File: src/rtl/tws_pkg.sv
package tws_pkg;
   typedef enum logic [1:0] {
      ST_IDLE   = 2'd0,
      ST_SCAN   = 2'd1,
      ST_FINISH = 2'd2
   } tws_state_e;
endpackage

File: src/rtl/tws_run_tracker.sv
// Streams map bits one per cycle and keeps the longest run of ones.
// The fin_* outputs also fold in the run that is still open at the end.
module tws_run_tracker #(
   parameter int IDX_W = 5,
   parameter int LEN_W = 6
) (
   input  logic             clk,
   input  logic             rst_n,
   input  logic             clear_i,
   input  logic             step_i,
   input  logic             bit_i,
   input  logic [IDX_W-1:0] idx_i,
   input  logic [LEN_W-1:0] lim_i,
   output logic [LEN_W-1:0] fin_len_o,
   output logic [IDX_W-1:0] fin_start_o,
   output logic [IDX_W-1:0] fin_end_o
);
   logic [LEN_W-1:0] run_q;
   logic [LEN_W-1:0] best_q;
   logic [IDX_W-1:0] bstart_q;
   logic [IDX_W-1:0] bend_q;
   logic [LEN_W-1:0] idx_ext;

   assign idx_ext = LEN_W'(idx_i);

   always_ff @(posedge clk or negedge rst_n) begin
      if (!rst_n) begin
         run_q    <= '0;
         best_q   <= '0;
         bstart_q <= '0;
         bend_q   <= '0;
      end else if (clear_i) begin
         run_q    <= '0;
         best_q   <= '0;
         bstart_q <= '0;
         bend_q   <= '0;
      end else if (step_i) begin
         if (bit_i) begin
            run_q <= run_q + 1'b1;
         end else begin
            if (run_q > best_q) begin
               best_q   <= run_q;
               bstart_q <= IDX_W'(idx_ext - run_q);
               bend_q   <= IDX_W'(idx_ext - 1'b1);
            end
            run_q <= '0;
         end
      end
   end

   // Close the run that is still open at the end of the scan.
   always_comb begin
      if (run_q > best_q) begin
         fin_len_o   = run_q;
         fin_start_o = IDX_W'(lim_i - run_q);
         fin_end_o   = IDX_W'(lim_i - 1'b1);
      end else begin
         fin_len_o   = best_q;
         fin_start_o = bstart_q;
         fin_end_o   = bend_q;
      end
   end

   // before bit idx is consumed, the open run cannot exceed idx
   p_run_bounded_r3: assert property (@(posedge clk) disable iff (!rst_n)
      step_i |-> (run_q <= idx_ext));

   // within a scan the best length never shrinks
   p_best_grows_r4: assert property (@(posedge clk) disable iff (!rst_n)
      !clear_i |=> (best_q >= $past(best_q)));
endmodule

File: src/rtl/tws_centre_fold.sv
// Midpoint of [start,end], folded into 0..N-1 with one compare-subtract.
// The midpoint never exceeds end <= 2N-1, so one subtraction is enough.
module tws_centre_fold #(
   parameter int IDX_W = 5,
   parameter int CNT_W = 5,
   parameter int TAP_W = 4
) (
   input  logic [IDX_W-1:0] start_i,
   input  logic [IDX_W-1:0] end_i,
   input  logic [CNT_W-1:0] n_i,
   output logic [TAP_W-1:0] tap_o
);
   localparam int SUM_W = IDX_W + 1;
   localparam int CMP_W = (IDX_W > CNT_W) ? IDX_W : CNT_W;

   logic [SUM_W-1:0] sum;
   logic [CMP_W-1:0] half;
   logic [CMP_W-1:0] n_ext;
   logic [CMP_W-1:0] folded;

   always_comb begin
      sum    = SUM_W'(start_i) + SUM_W'(end_i);
      half   = CMP_W'(sum >> 1);
      n_ext  = CMP_W'(n_i);
      folded = (half >= n_ext) ? (half - n_ext) : half;
      tap_o  = TAP_W'(folded);
   end
endmodule

File: src/rtl/tap_window_picker.sv
module tap_window_picker #(
   parameter int MAX_TAPS = 16,
   parameter int MIN_RUN  = 3,
   localparam int MAP_W   = 2 * MAX_TAPS,
   localparam int IDX_W   = $clog2(MAP_W),
   localparam int LEN_W   = $clog2(MAP_W + 1),
   localparam int CNT_W   = $clog2(MAX_TAPS + 1),
   localparam int TAP_W   = $clog2(MAX_TAPS)
) (
   input  logic             clk,
   input  logic             rst_n,
   input  logic             start_i,
   input  logic [MAP_W-1:0] pass_map_i,
   input  logic [CNT_W-1:0] tap_num_i,
   output logic             done_o,
   output logic [TAP_W-1:0] tap_o,
   output logic             err_o
);
   import tws_pkg::*;

   if (MAX_TAPS < 2) begin : g_bad_taps
      $error("tap_window_picker: MAX_TAPS must be at least 2");
   end
   if (MIN_RUN < 1 || MIN_RUN > MAP_W) begin : g_bad_min
      $error("tap_window_picker: MIN_RUN must lie in 1..2*MAX_TAPS");
   end

   tws_state_e       state_q;
   logic [MAP_W-1:0] map_q;
   logic [CNT_W-1:0] n_q;
   logic [IDX_W-1:0] idx_q;
   logic [LEN_W-1:0] lim;
   logic             accept;
   logic             n_ok_in;
   logic             n_ok_q;
   logic             last_bit;
   logic [LEN_W-1:0] fin_len;
   logic [IDX_W-1:0] fin_start;
   logic [IDX_W-1:0] fin_end;
   logic [TAP_W-1:0] centre;
   logic             good;

   assign accept   = (state_q == ST_IDLE) && start_i;
   assign n_ok_in  = (tap_num_i != '0) && (tap_num_i <= CNT_W'(MAX_TAPS));
   assign n_ok_q   = (n_q != '0) && (n_q <= CNT_W'(MAX_TAPS));
   assign lim      = LEN_W'(n_q) << 1;
   assign last_bit = (LEN_W'(idx_q) == (lim - 1'b1));
   assign good     = n_ok_q && (fin_len >= LEN_W'(MIN_RUN));

   always_ff @(posedge clk or negedge rst_n) begin
      if (!rst_n) begin
         state_q <= ST_IDLE;
         map_q   <= '0;
         n_q     <= '0;
         idx_q   <= '0;
         done_o  <= 1'b0;
         tap_o   <= '0;
         err_o   <= 1'b0;
      end else begin
         done_o <= 1'b0;
         unique case (state_q)
            ST_IDLE: begin
               if (start_i) begin
                  map_q   <= pass_map_i;
                  n_q     <= tap_num_i;
                  idx_q   <= '0;
                  state_q <= n_ok_in ? ST_SCAN : ST_FINISH;
               end
            end
            ST_SCAN: begin
               idx_q <= idx_q + 1'b1;
               if (last_bit) state_q <= ST_FINISH;
            end
            ST_FINISH: begin
               done_o  <= 1'b1;
               err_o   <= !good;
               tap_o   <= good ? centre : '0;
               state_q <= ST_IDLE;
            end
            default: state_q <= ST_IDLE;
         endcase
      end
   end

   tws_run_tracker #(
      .IDX_W (IDX_W),
      .LEN_W (LEN_W)
   ) u_tracker (
      .clk         (clk),
      .rst_n       (rst_n),
      .clear_i     (accept),
      .step_i      (state_q == ST_SCAN),
      .bit_i       (map_q[idx_q]),
      .idx_i       (idx_q),
      .lim_i       (lim),
      .fin_len_o   (fin_len),
      .fin_start_o (fin_start),
      .fin_end_o   (fin_end)
   );

   tws_centre_fold #(
      .IDX_W (IDX_W),
      .CNT_W (CNT_W),
      .TAP_W (TAP_W)
   ) u_fold (
      .start_i (fin_start),
      .end_i   (fin_end),
      .n_i     (n_q),
      .tap_o   (centre)
   );

   // done is a single-cycle pulse
   p_done_pulse_r2: assert property (@(posedge clk) disable iff (!rst_n)
      done_o |=> !done_o);

   // an error result carries tap 0
   p_err_tap_zero_r6: assert property (@(posedge clk) disable iff (!rst_n)
      (done_o && err_o) |-> (tap_o == '0));

   // a good tap lies inside 0..N-1
   p_tap_in_range_r7: assert property (@(posedge clk) disable iff (!rst_n)
      (done_o && !err_o) |-> (CNT_W'(tap_o) < n_q));

   // outputs move only with done
   p_hold_outputs_r9: assert property (@(posedge clk) disable iff (!rst_n)
      !done_o |-> ($stable(tap_o) && $stable(err_o)));

   // a start seen mid-scan does not disturb the captured operands
   p_busy_ignore_r8: assert property (@(posedge clk) disable iff (!rst_n)
      ((state_q != ST_IDLE) && start_i) |=> ($stable(n_q) && $stable(map_q)));
endmodule

File: config.mk
export PLATFORM = sky130hd
export DESIGN_NAME = tap_window_picker
export DESIGN_NICKNAME = d
export VERILOG_FILES = /design/src/rtl/tws_pkg.sv /design/src/rtl/tws_run_tracker.sv /design/src/rtl/tws_centre_fold.sv /design/src/rtl/tap_window_picker.sv
export SDC_FILE = /design/constraint.sdc
export NUM_CORES = 1
export LEC_CHECK = 0
export CORE_MARGIN = 2
export CORE_UTILIZATION = 55
export CTS_BUF_LIST = sky130_fd_sc_hd__clkbuf_16
export DETAILED_ROUTE_END_ITERATION = 7
export PLACE_DENSITY = 0.87
export SLEW_MARGIN = 20
export SYNTH_ARGS = -nofsm -noshare
export SYNTH_HDL_FRONTEND = slang
export SYNTH_SLANG_ARGS = --single-unit
File: constraint.sdc
create_clock -name clk -period 5.2 [get_ports clk]
set_input_delay 1.04 -clock clk [delete_from_list [all_inputs] [get_ports clk]]
set_output_delay 1.04 -clock clk [all_outputs]
set_load 0.02 [all_outputs]
==> reports/results.txt <==
Initial antenna violation count: 0
Final cell count without fillers: 629
Cts bufs inserted: 9
Yosys cell types: 49
Hold Fails Final Rpt: 0
Startpoint types: flop
Synth Instances: 483
RR Startpoint: u_tracker.best_q[5]$_DFFE_PN0P_
Reg power frac: 28.1%
RSZ-0062 raised after global routing: no
Register area share after synthesis: 41.49%
Clock Latency Late Sink: 330 ps
Internal power: 1.956 mW
Prevailing post-synth register cell: dfrtp_1
Clock network fraction of total power: 17.7%
P_leak: 2.359 nW
Synth Register Bits: 72
Pin count of the biggest net entering global routing: 54
Vias/cell: 5.852
Hold Buf Count CTS: 0
Clock root cell: clkbuf_16
Setup TNS: 0 ps
DR iter-0 viols: 298
Cell class contributing the biggest share of worst-path delay: compound AO/OA/AOI/OAI gates
Multi-input combinational cell area: 2338 sq um
Rel. slew slack: 25.79%
Detail Route Antenna Nets: 0
Yosys Warn Count: 0
Max-Cap Viols: 0
Hold WC Path Type: reg2reg
Net Sw Frac: 43.88%
Most frequent cells in the layout: 146 x nand2_1, 72 x dfrtp_1, 44 x clkdlybuf4s50_1, 34 x mux2i_1, 28 x o21ai_0
# setup viols final: 0
Nets: 592
Status: completed
# DRC: 0
Htree depth: 3
Syn nets: 553
First-pass GRT wire length: 17370 um
Number of flops mapped to enable cells by yosys: 0
Die Area: 8623 sq um
Fmax: 0.2100 GHz
Pwr dens: 678.8 nW/um^2
Hold Path Origin: map_q[12]$_DFFE_PN0P_
NetSw: 1.529 mW
Fillers: 609
Synth Area per Inst: 8.992 sq um
Crit path capture type: flop
PostCTS Resize Cnt: 0
Fin. max-slew vios: 0
Die Span Y: 92.86 um
Ys async rst share: 100.0%
DRT Wirelength: 10450 um
Reg area: 1802 sq um
Deepest clock path buffer count: 2
Rows: 32
Setup ws final: 437.9 ps
Post-synthesis cell area: 4343 sq um
GRT Util Overall: 25.79%
Post-synth top area cell: dfrtp_1
Diodes inserted: 0
Core Footprint: 7687 sq um
Place WS: 574.5 ps
Layout cells sized above 1: 5.693%
Post-Place Cells: 613
CTS tree: yes
DP HPWL: 6959 um
Crit Path Category: reg2reg
Fin crit share: 91.58%
# IOs: 46
Synth top area share: 41.49%
Least-Margin Pin Slew: 1113 ps
Layout area overhead: 18.24%
CP max stage cell: o21ai_2
Max stage delay on crit path: 580 ps
Min Hold Slack: 475.7 ps
Crit path arrival time: 4950 ps
Number of global-route vias before repair: 3745
Grt total ovfl: 0
Overall Power: 3.485 mW
Setup bufs post-CTS: 0
Via count: 3681
Worst Setup SP: u_tracker.best_q[5]$_DFFE_PN0P_
Peak supply drop: 333.9 uV
CP max FO: 19
CP bufs+invs: 1
Worst EP required: 5390 ps
Clock transition at path regs: 60 ps
Die width: 92.86 um
Post-layout min period: 4762 ps
Worst clock skew: 6.779 ps
Top cells by area, synth: dfrtp_1 41%, nand2_1 13%, mux2i_1 7.8%
DRT Pass-1 Iters: 5
Comb power frac: 54.2%
DR WL/cell: 16.61 um
Placer Congestion: 0.8709
Port bufs: 45
CTS sink count: 72
Starting Density: 56.49%
Most common cell after layout, fill and taps aside: nand2_1
Crit path cell chain: inv_1, ha_1, a21oi_1, o21ai_0, o21ai_2, o21ai_0, ha_1, nand2_1, a311o_1, a41o_1, xnor2_1, ha_1, a21o_1, a31oi_1, o21ai_1, mux2i_1, o21ai_0
-- synth_stat cells (2+ instances only) --
cell type,instances
a211oi_1,4
a31oi_1,3
nand2b_1,4
o21ai_0,28
nor3_1,3
nand3_1,8
nor2_1,6
and3_1,3
ha_1,26
o211ai_1,3
inv_1,25
fa_1,4
a21oi_1,16
nor4_1,2
clkbuf_1,14
nor2b_1,3
xnor2_1,19
a21o_1,9
nand4_1,5
dfrtp_1,72
nand2_1,146
and2b_1,2
xor2_1,9
mux2i_1,34
buf_6,4
a22oi_1,8
-- tightest hold or removal path, stage by stage (launching register included) --
cell and delay, ps:
dfrtp_1 340, nand2_1 50, nand2_1 50
-- power by group through the flow --
stage	combinational [mW]	sequential, mW	clock (mW)
final	1.89	0.979	0.617
after global routing	2.12	1.00	0.649
after CTS	1.87	0.974	0.625
after detailed placement	1.83	0.979	0
after global placement	1.72	0.965	0
after floorplan	1.48	0.904	0
-- state kept, by name, indices dropped and copies added, names as in the netlist, 2 cells and up --
register	cells
u_tracker.run_q	6
idx_q	5
u_tracker.bend_q	5
tap_o	4
map_q	32
u_tracker.bstart_q	5
u_tracker.best_q	6
state_q	2
n_q	5
-- path summary, 6_finish.rpt --
| check | slack [ps] | cells past startpoint | endpoint |
|---|---|---|---|
| max in group asynchronous | 3460 | 2 | map_q[8]$_DFFE_PN0P_ |
| hold / removal | 480 | 2 | map_q[12]$_DFFE_PN0P_ |
| setup / recovery | 440 | 17 | tap_o[3]$_DFFE_PN0P_ |
| min in group asynchronous | 700 | 1 | u_tracker.best_q[0]$_DFFE_PN0P_ |
| setup reg to reg | 440 | 17 | tap_o[3]$_DFFE_PN0P_ |
| hold reg to reg | 480 | 2 | map_q[12]$_DFFE_PN0P_ |
-- layer usage --
metal / vias up / routed length (um) / share of wire [%] / global-route usage (%)
li1: 1714 / - / - / -
met1: 1761 / 4276 / 41 / 31.77
met2: 166 / 5229 / 50 / 42.87
met3: 40 / 553 / 5.3 / 4.719
met4: 0 / 391 / 3.7 / 13.97
met5: - / 0 / 0 / 0
-- through the flow --
| step | util [%] | instance area [sq um] |
|---|---|---|
| CTS | 66.80 | 5135 |
| global placement | 62.92 | 4837 |
| detailed placement | 62.92 | 4837 |
| global route | 66.80 | 5135 |
| floorplan | - | 4343 |
| finish | 66.80 | 5135 |
-- final cells by class --
type                            count  area share, %
Timing Repair Buffer               49          9.259
Sequential cell                    72          35.09
Clock inverter                      7          1.413
Clock buffer                        9          4.386
Multi-Input combinational cell    365          45.54
Inverter                           25          1.827
Tap cell                          102          2.485
-- kinds of logic (layout without fill, tap and decap cells) --
family,Yosys count,in the layout,synth area share [%]
and+or+nand+nor,192,192,19.33
AOI/OAI and AO/OA,81,81,11.58
DFF,72,72,41.49
buffers and inverters,46,90,4.782
muxes,34,34,7.836
adders and majority gates,30,30,9.335
xor gates and xnor gates,28,28,5.647
Note: power is estimated with default switching activity, not from simulation.
